`src/rtl/wrp_pkg.sv`:
```
package wrp_pkg;
  localparam int ADDR_W = 21;
  localparam int DATA_W = 16;
  localparam int HV_BIT = 9;
  localparam logic [7:0] MFR_CODE = 8'h20;
  localparam logic [7:0] DEV_CODE = 8'h34;
  typedef logic [DATA_W-1:0] word_t;
  typedef logic [ADDR_W-1:0] waddr_t;
endpackage

```
`src/rtl/wrp_settle_timer.sv`:
```
module wrp_settle_timer #(
  parameter int unsigned LIM = 10
) (
  input  logic clk,
  input  logic rst_n,
  input  logic arm,
  input  logic kick,
  output logic ok
);
  localparam int CW = $clog2(LIM + 1);
  localparam logic [CW-1:0] TOP = CW'(LIM);

  logic [CW-1:0] cnt_q;

  always_ff @(posedge clk) begin
    if (!rst_n || !arm) begin
      cnt_q <= '0;
    end else if (kick) begin
      cnt_q <= CW'(1);
    end else if (cnt_q != TOP) begin
      cnt_q <= cnt_q + CW'(1);
    end
  end

  assign ok = arm && !kick && (cnt_q == TOP);
endmodule

```
`src/rtl/wrp_store.sv`:
```
module wrp_store #(
  parameter int IDX_W = 4
) (
  input  logic                      clk,
  input  logic                      rst_n,
  input  logic                      we,
  input  logic [IDX_W-1:0]          waddr,
  input  wrp_pkg::word_t            wdata,
  input  logic [IDX_W-1:0]          raddr,
  output wrp_pkg::word_t            rdata
);
  localparam int DEPTH = 1 << IDX_W;

  wrp_pkg::word_t mem_q [DEPTH];

  always_ff @(posedge clk) begin
    if (!rst_n) begin
      for (int i = 0; i < DEPTH; i++) mem_q[i] <= '1;
    end else if (we) begin
      mem_q[waddr] <= wdata;
    end
  end

  assign rdata = mem_q[raddr];
endmodule

```
`src/rtl/wrp_id_decode.sv`:
```
module wrp_id_decode (
  input  wrp_pkg::waddr_t addr,
  input  logic            a9_hv,
  input  wrp_pkg::word_t  arr_word,
  output wrp_pkg::word_t  word,
  output logic            bad_id
);
  import wrp_pkg::*;

  localparam waddr_t KEEP = waddr_t'(1) | (waddr_t'(1) << HV_BIT);

  logic stray;
  logic id_hit;

  assign stray  = |(addr & ~KEEP);
  assign id_hit = a9_hv && !stray;
  assign bad_id = a9_hv && stray;

  always_comb begin
    if (id_hit) word = {8'h00, (addr[0] ? DEV_CODE : MFR_CODE)};
    else        word = arr_word;
  end
endmodule

```
`src/rtl/wrp_read_port.sv`:
```
module wrp_read_port #(
  parameter int          IDX_W  = 4,
  parameter int unsigned T_ADDR = 10,
  parameter int unsigned T_CE   = 10,
  parameter int unsigned T_OE   = 5
) (
  input  logic             clk,
  input  logic             rst_n,
  input  logic [20:0]      addr,
  input  logic             ce_n,
  input  logic             oe_n,
  input  logic             a9_hv,
  input  logic             pre_we,
  input  logic [IDX_W-1:0] pre_addr,
  input  logic [15:0]      pre_data,
  output logic [15:0]      dq,
  output logic             dq_oe,
  output logic             id_err
);
  import wrp_pkg::*;

  localparam int NT = 3;
  localparam int unsigned LIM_TAB [NT] = '{T_ADDR, T_CE, T_OE};
  localparam int KW = ADDR_W + 1;

  logic [KW-1:0] key_q;
  logic          key_chg;
  logic [NT-1:0] t_arm, t_kick, t_ok;

  always_ff @(posedge clk) begin
    if (!rst_n) key_q <= '0;
    else        key_q <= {a9_hv, addr};
  end
  assign key_chg = ({a9_hv, addr} != key_q);

  // timer 0: address settle, 1: chip select, 2: output gate
  assign t_arm  = {!oe_n, !ce_n, 1'b1};
  assign t_kick = {1'b0, 1'b0, key_chg};

  for (genvar g = 0; g < NT; g++) begin : g_tmr
    wrp_settle_timer #(.LIM(LIM_TAB[g])) tmr_i (
      .clk  (clk),
      .rst_n(rst_n),
      .arm  (t_arm[g]),
      .kick (t_kick[g]),
      .ok   (t_ok[g])
    );
  end

  word_t arr_word, sel_word;
  logic  bad_id;

  wrp_store #(.IDX_W(IDX_W)) store_i (
    .clk  (clk),
    .rst_n(rst_n),
    .we   (pre_we),
    .waddr(pre_addr),
    .wdata(pre_data),
    .raddr(addr[IDX_W-1:0]),
    .rdata(arr_word)
  );

  wrp_id_decode dec_i (
    .addr    (addr),
    .a9_hv   (a9_hv),
    .arr_word(arr_word),
    .word    (sel_word),
    .bad_id  (bad_id)
  );

  logic  en_ok;
  logic  drv_q;
  word_t dat_q;
  logic  err_q;

  assign en_ok = t_ok[1] && t_ok[2];

  always_ff @(posedge clk) begin
    if (!rst_n) begin
      drv_q <= 1'b0;
      dat_q <= '0;
      err_q <= 1'b0;
    end else begin
      drv_q <= en_ok && (t_ok[0] || drv_q);
      if (t_ok[0]) dat_q <= sel_word;
      err_q <= err_q || bad_id;
    end
  end

  assign dq     = drv_q ? dat_q : '0;
  assign dq_oe  = drv_q;
  assign id_err = err_q;
endmodule

```
`config.mk`:
```
export PLATFORM = sky130hd
export DESIGN_NAME = wrp_read_port
export DESIGN_NICKNAME = d
export VERILOG_FILES = /design/src/rtl/wrp_pkg.sv /design/src/rtl/wrp_settle_timer.sv /design/src/rtl/wrp_store.sv /design/src/rtl/wrp_id_decode.sv /design/src/rtl/wrp_read_port.sv
export SDC_FILE = /design/constraint.sdc
export NUM_CORES = 1
export LEC_CHECK = 0
export ABC_AREA = 1
export BUFFER_PORTS_ARGS = -buffer_cell sky130_fd_sc_hd__buf_4
export CAP_MARGIN = 5
export CORE_AREA = 2 2 184 168
export DETAILED_ROUTE_END_ITERATION = 10
export DIE_AREA = 0 0 186 170
export GPL_ROUTABILITY_DRIVEN = 1
export GPL_TIMING_DRIVEN = 0
export PLACE_DENSITY_LB_ADDON = 0.2
export SETUP_SLACK_MARGIN = 0.05
export SLEW_MARGIN = 20
export SYNTH_ARGS = -nofsm -noshare
export SYNTH_HDL_FRONTEND = slang
export SYNTH_SLANG_ARGS = --single-unit
```
`constraint.sdc`:
```
create_clock -name clk -period 2.3 [get_ports clk]
set_input_delay 0.115 -clock clk [delete_from_list [all_inputs] [get_ports clk]]
set_output_delay 0.115 -clock clk [all_outputs]
set_load 0.005 [all_outputs]
```
======== Yosys cells after proc, flatten, opt, wreduce, memory -nomap -nowiden ========
Memories as Yosys holds them, arrays and structs flattened.
Index checks and enable logic that the tools add are counted.
word-level totals
  flip-flop bits (word level) ............. 51
  latch bits .............................. 0
  bits in writable memories ............... 256
  memory bits (read-only) ................. 0
  bits of input ports ..................... 47
  output and inout bits ................... 18
  memories kept ........................... 1
operators by class
  $add $sub $neg .......................... 3
  multipliers ............................. 0
  div/mod/pow operators ................... 0
  magnitude comparators ................... 0
  equality and inequality tests ........... 7
  shift-type cells ........................ 0
  multiplexer cells ....................... 12
  bitwise logic cells ..................... 1
  reduce and logical (&&, ||, !) cells .... 20
memory list
  name           depth  bits a word  read ports  clocked after memory_dff  write ports  line             text
  store_i.mem_q  16     16           1           0                         16           wrp_store.sv:14  wrp_pkg::word_t mem_q [DEPTH];
operators with widths
  operator               count
  $mux W16               3
  $ne A22 B22 Y1         1
  $reduce_or A19 Y1      1
  $reduce_or A16 Y1      1
  $add A4 B1 Y4 const B  2
  $eq A4 B4 Y1 const B   2
  $ne A4 B4 Y1 const B   2
  $logic_and A1 B1 Y1    7
  $mux W1                7
  $logic_not A1 Y1       5
  $mux W5                1
  $logic_or A1 B1 Y1     4
  $mux W4                1
  $add A3 B1 Y3 const B  1
  $eq A3 B3 Y1 const B   1
  $ne A3 B3 Y1 const B   1
  $reduce_bool A2 Y1     1
  $reduce_or A2 Y1       1
  $not A1 Y1             1

======== Logic depth before layout (Yosys ltp) ========
Gate-level depths: netlist of run 1.
  depth after elaboration ................. 5
  mapped depth ............................ 14
  gate-level depth less buffers ........... 11

======== Modules after synthesis ========
A second synthesis of run 1 with hierarchy kept.
second synthesis, totals
  cells, all modules ...................... 1830
  area, all modules ....................... 15222.1 um^2
by module, submodules not included
  module                                  times used  cells an instance  area an instance (um^2)
  wrp_store                               1           1393               12505.7
  wrp_read_port                           1           291                1809.2
  wrp_settle_timer at g_tmr[0].tmr_i ...  2           31                 242.7
  wrp_id_decode                           1           58                 239.0
  wrp_settle_timer at g_tmr[2].tmr_i      1           26                 182.7

======== Worst setup path after synthesis of run 1 ========
Ideal clock, no wire load.
  path kind ............................... input port to flip-flop
  start ................................... input port rst_n
  end ..................................... memory store_i.mem_q[0][0] (netlist name) (enable)
  library setup time ...................... 0.411 ns
  arrival time ............................ 1.633 ns
  data required time ...................... 1.889 ns
  setup slack ............................. 0.256 ns
  stages .................................. 4
  path buffers ............................ 0
  cell sequence ........................... nand2_1 > nor2_1 > nand2_1 > o21ai_0
RTL lines
  element          line                text
  start, declared  wrp_read_port.sv:8  input logic rst_n,
  end, declared    wrp_store.sv:14

======== Final worst setup path of run 1 ========
  start ................................... register drv_q, in the netlist dq_oe
  end ..................................... output port dq[5]
on the way
  word-level cells in the longest chain between the ends .. 1
RTL lines
  element                 line                 text
  start, declared         wrp_read_port.sv:72  logic drv_q;
  start signal, assigned  wrp_read_port.sv:84  drv_q <= en_ok && (t_ok[0] || drv_q);
  $mux W16                wrp_read_port.sv:90  assign dq = drv_q ? dat_q : '0;
  end, declared           wrp_read_port.sv:16  output logic [15:0] dq,
Every way passes these cells.

==> metrics.csv, run 1 <==
stage,metric,value,unit
sta,"Setup violations, final",0,
die,Die W,186,um
sta,slew margin rel.,0.3640,
clocking,clk_lat worst skew,0.57,ns
logic_synthesis,post-synthesis cell count,1632,
logic_synthesis,cell taking the most area after synthesis,edfxtp_1,
global_route,global-route wire length before repair,63190,um
die,initial core utilization,0.4846,
critical_path,Crit path arrival time,1.74,ns
placed_design,gpl congestion,0.8904,
critical_path,Crit Path Class,reg -> out,
clocking,Worst-path clk slew,0.06,ns
clocking,H-tree levels,1,
detailed_routing,drt pass-1 iters,5,
detailed_routing,post-route ant nets,0,
logic_synthesis,share of synthesized flip-flops with an asynchronous set or reset,0,
die,core area,29650,um2
die,Rows,60,
sta,FMAX,537.8,MHz
detailed_routing,DR iter-0 viols,1358,
clocking,# resized after CTS,0,
logic_synthesis,"EDFF count, synth",256,
placed_design,Port Buf Inserts,61,
detailed_routing,Post-Route WL,41740,um
critical_path,Top delay family on crit path,buffers and inverters,
detailed_routing,residual DRC count,0,
global_route,total global-route track usage,0.2696,
clocking,CTS Buf Count,31,
logic_synthesis,Synth Flop Type,edfxtp_1,
die,die span in y,170,um
layout,Final Core Density,0.5673,
critical_path,worst endpoint required time,2.18,ns
power_and_ir_drop,Power Dens Cells,737.6,nW/um2
layout,final instance area,16820,um2
critical_path,worst reg2reg startpoint,key_q[7],
min_path,HP Class,in -> reg,
global_route,initial antenna violation count,0,
critical_path,critical path startpoint category,flip-flop,
logic_synthesis,Seq cells post-synth,307,
logic_synthesis,post-synth cell types,36,
layout,"commonest non-fill, non-tap cell in the layout",nand2_1,
outcome,outcome,"complete, no violations",
power_and_ir_drop,Leak,0.006975,uW
flow_run,MaxCap Viol Count,0,
detailed_routing,Vias,11663,
clocking,root cell of the clock tree,clkbuf_16,
clocking,Post-CTS Setup Inserts,0,
global_route,vias in the first global route,10902,
logic_synthesis,synth warn,0,
logic_synthesis,Synth top area share,0.5349,
logic_synthesis,Syn Area/Cell,8.806,um2
global_route,largest net degree at the start of global routing,16,
detailed_routing,routed len/inst,19.00,um
min_path,Hold Startpoint,pre_data[15],
layout,area delta synth->final,17.05,%
critical_path,CP peak stage delay,0.38,ns
global_route,grt ovf,0,
clocking,Sink Count,307,
logic_synthesis,synth top area cells,"edfxtp_1 53%, nand2_1 18%, dfxtp_1 7.1%",
layout,FILL cells,2638,
layout,layout cells sized above 1,0.1321,
sta,max-slew violation count,0,
die,die area,31620,um2
logic_synthesis,Post-Syn Area,14370,um2
placed_design,Post-DP HPWL,29510,um
sta,final hold viol count,0,
clocking,CTS tree,built,
layout,most frequent cells in the layout,"707 x nand2_1, 256 x edfxtp_1, 187 x nand3_1",
logic_synthesis,syn_nets,1685,
sta,period utilization,0.8084,
placed_design,dpl cell area,15580,um2
sta,fin crit period,1.859,ns
critical_path,beginning of the critical path,dq_oe,
critical_path,Critical Path End Type,output pin,
critical_path,CP Cell Sequence,buf_2 > clkbuf_1 > nand2_1 > inv_1 > buf_4,
sta,Final Skew,0.01482,ns
layout,diode count,0,
clocking,hold buffer count at cts,30,
logic_synthesis,register area share after synthesis,0.6060,
sta,worst slew pin tran,0.9540,ns
sta,RSZ-0062 raised after global routing,no,
critical_path,crit path buf inv count,4,
layout,Nets,1825,
power_and_ir_drop,maximum vdd drop,0.0006073,V
critical_path,Crit-path slowest cell,clkbuf_1,
clocking,Longest Clk Path Bufs,3,
critical_path,critical path peak fanout,10,
detailed_routing,Avg Vias per Cell,5.309,
die,Ports,65,
cells by family after synthesis:
family          Yosys count  synth area share
flops                   307            0.6060
fa+ha+maj                 6          0.005224
simple gates           1030            0.2953
compound gates           52           0.01881
buf+inv                 229           0.06982
xor+xnor                  8          0.004875
worst reg2reg max path: cells and delay by family, from the launching register on:
kind / cells / cell delay [ns]
buffers and inverters: 3 / 0.28
AND/OR/NAND/NOR: 9 / 0.96
flip-flops: 1 / 0.33
metal layers:
metal | up-vias | wire length [um] | GRT usage
met2 | 600 | 17830 | 0.4034
met5 | - | 0 | 0
li1 | 5527 | - | -
met3 | 106 | 4318 | 0.04152
met4 | 0 | 1772 | 0.1048
met1 | 5430 | 17810 | 0.3952
cells in the mapped netlist, types with 2 or more instances:
cell type and n:
ha_1 6, clkbuf_1 32, o211ai_1 2, buf_8 2, nand3_1 187, clkinv_1 9, buf_6 2, inv_2 4
dfxtp_1 51, o21ai_0 27, xnor2_1 4, o21ai_1 12, buf_4 11, edfxtp_1 256, buf_1 2, nand2_1 707
nor2_4 2, a21oi_1 9, nor2_1 95, nor2_2 25, xor2_1 4, buf_2 45, nand2_2 5, nor3_1 2
nand4_1 2, inv_1 119
area by class of cell:
| class | count | area (um2) | area share |
|---|---|---|---|
| clock inverters | 15 | 120.1 | 0.007141 |
| flip-flops and latches | 307 | 8708 | 0.5177 |
| clock buffers | 40 | 819.5 | 0.04872 |
| well taps | 403 | 504.2 | 0.02998 |
| plain buffers | 94 | 488.0 | 0.02901 |
| inverters | 135 | 515.5 | 0.03065 |
| repair buffers | 107 | 945.9 | 0.05623 |
| multi-input cells | 1096 | 4720 | 0.2806 |
metrics by stage:
stage / total power, uW / setup TNS [ns] / hold slack, ns / setup slack [ns] / instances
finish: 12410 / 0 / 0.007687 / 0.4407 / 2197
CTS: 12410 / 0 / 0.0005285 / 0.3953 / 2197
floorplan: 7165 / 0 / 0.1918 / 0.2556 / 1632
detailed placement: 7675 / 0 / 0.3187 / 0.2099 / 2112
global placement: 7609 / -182.52 / 0.3017 / -0.9831 / 2096
global route: 12790 / 0 / 0.02533 / 0.2827 / 2197
flip-flops by register name (all words and copies together) (netlist names):
| name | cells |
|---|---|
| id_err | 1 |
| g_tmr.tmr_i.cnt_q | 11 |
| store_i.mem_q | 256 |
| dat_q | 16 |
| key_q | 22 |
| dq_oe | 1 |
final timing paths:
check	slack, ns	end	cells after the start
worst max-delay path	0.44	dq[5]	5
worst min-delay path	0.008	store_i.mem_q[5][15]	3
worst max register to register	0.64	dat_q[13]	12
worst min register to register	0.46	g_tmr[2].tmr_i.cnt_q[2]	1
power by group:
part           leakage, uW  internal (uW)  switching [uW]
Sequential         0.00299           6300            90.3
Combinational      0.00352            377             856
Clock             0.000462           2710            2070
Total              0.00698           9390            3020
Power figures use the tool's default switching activity.
==> run 2, diff against run 1 <==
--- a/config.mk
+++ b/config.mk
@@ -5,12 +5,12 @@
 export SDC_FILE = /design/constraint.sdc
 export NUM_CORES = 1
 export LEC_CHECK = 0
-export ABC_AREA = 1
+export ABC_AREA = 0
 export BUFFER_PORTS_ARGS = -buffer_cell sky130_fd_sc_hd__buf_4
 export CAP_MARGIN = 5
-export CORE_AREA = 2 2 184 168
+export CORE_AREA = 2 2 180 164
 export DETAILED_ROUTE_END_ITERATION = 10
-export DIE_AREA = 0 0 186 170
+export DIE_AREA = 0 0 182 166
 export GPL_ROUTABILITY_DRIVEN = 1
 export GPL_TIMING_DRIVEN = 0
 export PLACE_DENSITY_LB_ADDON = 0.2
==> constraint.sdc (replaced) <==
create_clock -name clk -period 1.9 [get_ports clk]
set_input_delay 0.095 -clock clk [delete_from_list [all_inputs] [get_ports clk]]
set_output_delay 0.095 -clock clk [all_outputs]
set_load 0.005 [all_outputs]
==> run 2 against run 1 <==
Net effect:
- clock power up 22%
- sequential share of layout area up 1.7 points
- non-clock buffer count down 9
- combinational power up 7%
- die area down 4.5%
- register-to-register slack worse by 0.53 ns
- area after synthesis down 4.4%
- worst hold slack better by 0.031 ns
- wire length down 18%
- sequential power up 21%
- via count down 28%
- largest power group unchanged
==> metrics.csv, run 2 <==
stage,metric,value,unit
outcome,outcome,"complete, no violations",
logic_synthesis,share of synthesized flip-flops with an asynchronous set or reset,0,
layout,Top reg by flops,store_i.mem_q,
placed_design,dpl cells,1359,
critical_path,Crit path arrival time,2.21,ns
critical_path,worst endpoint required time,2.33,ns
detailed_routing,Avg Vias per Cell,5.715,
global_route,initial antenna violation count,0,
logic_synthesis,most numerous cell in the Yosys netlist,edfxtp_1,
logic_synthesis,cell taking the most area after synthesis,edfxtp_1,
critical_path,Critical Path End Type,flip-flop,
clocking,Sink Count,307,
sta,FMAX,560.2,MHz
die,initial core utilization,0.4823,
logic_synthesis,Syn Area/Cell,14.81,um2
layout,max FFs per register,256,
logic_synthesis,synth warn,0,
clocking,root cell of the clock tree,clkbuf_16,
critical_path,critical path startpoint category,flip-flop,
sta,worst slew pin tran,0.9014,ns
global_route,global-route wire length before repair,51350,um
min_path,HP Class,in -> reg,
logic_synthesis,post-synthesis cell count,928,
logic_synthesis,Synth Area in Compound Gates,0.02176,
logic_synthesis,post-synth cell types,43,
logic_synthesis,synth top area cells,"edfxtp_1 56%, mux4_2 13%, dfxtp_1 7.4%",
detailed_routing,drt pass-1 iters,5,
logic_synthesis,"EDFF count, synth",256,
detailed_routing,DR iter-0 viols,1041,
power_and_ir_drop,Leak,0.005335,uW
die,die area,30210,um2
global_route,grt ovf,0,
clocking,clk_lat worst skew,0.56,ns
global_route,vias in the first global route,8336,
logic_synthesis,Synth Area in XOR/XNOR,0.01785,
global_route,total global-route track usage,0.2268,
detailed_routing,residual DRC count,0,
detailed_routing,post-route ant nets,0,
logic_synthesis,syn_nets,981,
critical_path,critical path peak fanout,1,
power_and_ir_drop,Power Dens Cells,913.0,nW/um2
sta,slew margin rel.,0.3991,
sta,"Setup violations, final",0,
clocking,Longest Clk Path Bufs,3,
global_route,largest net degree at the start of global routing,17,
sta,max-slew violation count,0,
layout,most frequent cells in the layout,"256 x edfxtp_1, 146 x or3_1, 77 x mux4_2",
logic_synthesis,Synth top area share,0.5594,
layout,layout cells sized above 1,0.2828,
layout,diode count,0,
sta,period utilization,0.9396,
detailed_routing,Post-Route WL,34060,um
layout,area delta synth->final,18.60,%
power_and_ir_drop,maximum vdd drop,0.0008227,V
die,Die W,182,um
layout,final instance area,16300,um2
sta,final hold viol count,0,
die,core area,28490,um2
sta,setup TNS,0,ns
placed_design,Post-DP HPWL,23990,um
logic_synthesis,Post-Syn Area,13740,um2
clocking,CTS Buf Count,31,
placed_design,gpl congestion,0.8154,
logic_synthesis,Seq cells post-synth,307,
die,Rows,59,
logic_synthesis,post-synthesis adder-cell area fraction,0.005463,
detailed_routing,Vias,8356,
logic_synthesis,register area share after synthesis,0.6337,
die,Ports,65,
logic_synthesis,mux cell area share after synthesis,0.1262,
logic_synthesis,Synth top cells by count,"256 x edfxtp_1, 146 x or3_1, 77 x mux4_2",
die,die span in y,166,um
logic_synthesis,Simple-Gate Fraction of Synth Area,0.1648,
logic_synthesis,main combinational cell family by area after synthesis,simple AND/OR/NAND/NOR gates,
sta,Final Skew,0.01424,ns
critical_path,Crit Path Class,reg -> reg,
placed_design,dpl cell area,14740,um2
clocking,H-tree levels,1,
sta,fin crit period,1.785,ns
layout,Post-Layout Cell Count,1462,
layout,Nets,1127,
layout,"commonest non-fill, non-tap cell in the layout",edfxtp_1,
clocking,CTS tree,built,
logic_synthesis,Synth Flop Type,edfxtp_1,
layout,top flop regs,"store_i.mem_q x256, key_q x22, dat_q x16",
placed_design,Port Buf Inserts,62,
clocking,Worst-path clk slew,0.06,ns
flow_run,MaxCap Viol Count,0,
sta,RSZ-0062 raised after global routing,no,
detailed_routing,routed len/inst,23.29,um
## run 2: changes by cell type in the layout (fill, tap and decap cells not counted), moves of 37 or more
cell / previous run / this run
nand2_1: 707 / 11
nand2b_1: 0 / 38
nor2_1: 95 / 17
or3_1: 0 / 146
and2_1: 0 / 37
inv_1: 119 / 6
mux4_2: 0 / 77
nand3_1: 187 / 6
or2_2: 1 / 69
## run 2: cells by family (layout without fill, tap and decap cells)
kind of cell	count (synthesis)	count (layout)
fa+ha+maj	6	6
simple gates	371	371
buf+inv	98	266
xor+xnor	28	28
mux	77	77
compound gates	41	41
flops	307	307
## run 2: path summary, 6_finish.rpt
check	cells after the start	end	startpoint	slack, ns
hold / removal	3	g_tmr[1].tmr_i.cnt_q[2]	rst_n	0.04
hold reg to reg	1	dat_q[0]	dat_q[0]	0.45
setup reg to reg	4	dat_q[5]	store_i.mem_q[12][5]	0.11
setup / recovery	4	dat_q[5]	store_i.mem_q[12][5]	0.11
## run 2: per-layer routing
layer / share of wire / global-route usage
met1: 0.44 / 0.3388
met2: 0.47 / 0.3545
met3: 0.073 / 0.04167
met4: 0.017 / 0.04173
met5: 0 / 0
## run 2: power breakdown
| part | leakage (uW) | switching, uW | internal (uW) |
|---|---|---|---|
| Clock | 0.000464 | 2500 | 3330 |
| Sequential | 0.00299 | 106 | 7630 |
| Combinational | 0.00188 | 739 | 570 |
## run 2: layout make-up
type                       instances  area, um2
clock buffer                      43      840.8
tap                              366      457.9
fill                            2269      12200
inverter                          19      71.32
buffer                            79      366.6
clock inverter                    12      103.9
sequential                       307       8711
timing repair buffer             113      980.9
multi-input combinational        523       4766
## run 2: per-stage QoR
step | hold WS (ns) | power (uW) | setup slack [ns] | util
final | 0.03833 | 14880 | 0.1148 | 0.5720
after global routing | 0.05810 | 15280 | 0.02128 | 0.5720
after floorplan | 0.2167 | 8570 | -0.3600 | -
after CTS | 0.02899 | 14900 | 0.05502 | 0.5679
after detailed placement | 0.3295 | 9092 | -0.9816 | 0.5172
after global placement | 0.3240 | 9055 | -1.500 | 0.5156
## run 2: what timing repair did
action	CTS	global route
setup endpoints to repair	143	73
cloned	0	1
endpoints found under the hold margin	137	0
setup buffers	4	3
resized for setup	20	17
pin swaps	4	4
hold buffers	40	0
## run 2: critical path, cell delays in order (launching register included)
cell and delay (ns):
edfxtp_1 0.37, mux4_2 0.52, and3_1 0.23, a2111oi_2 0.41
a211oi_1 0.13
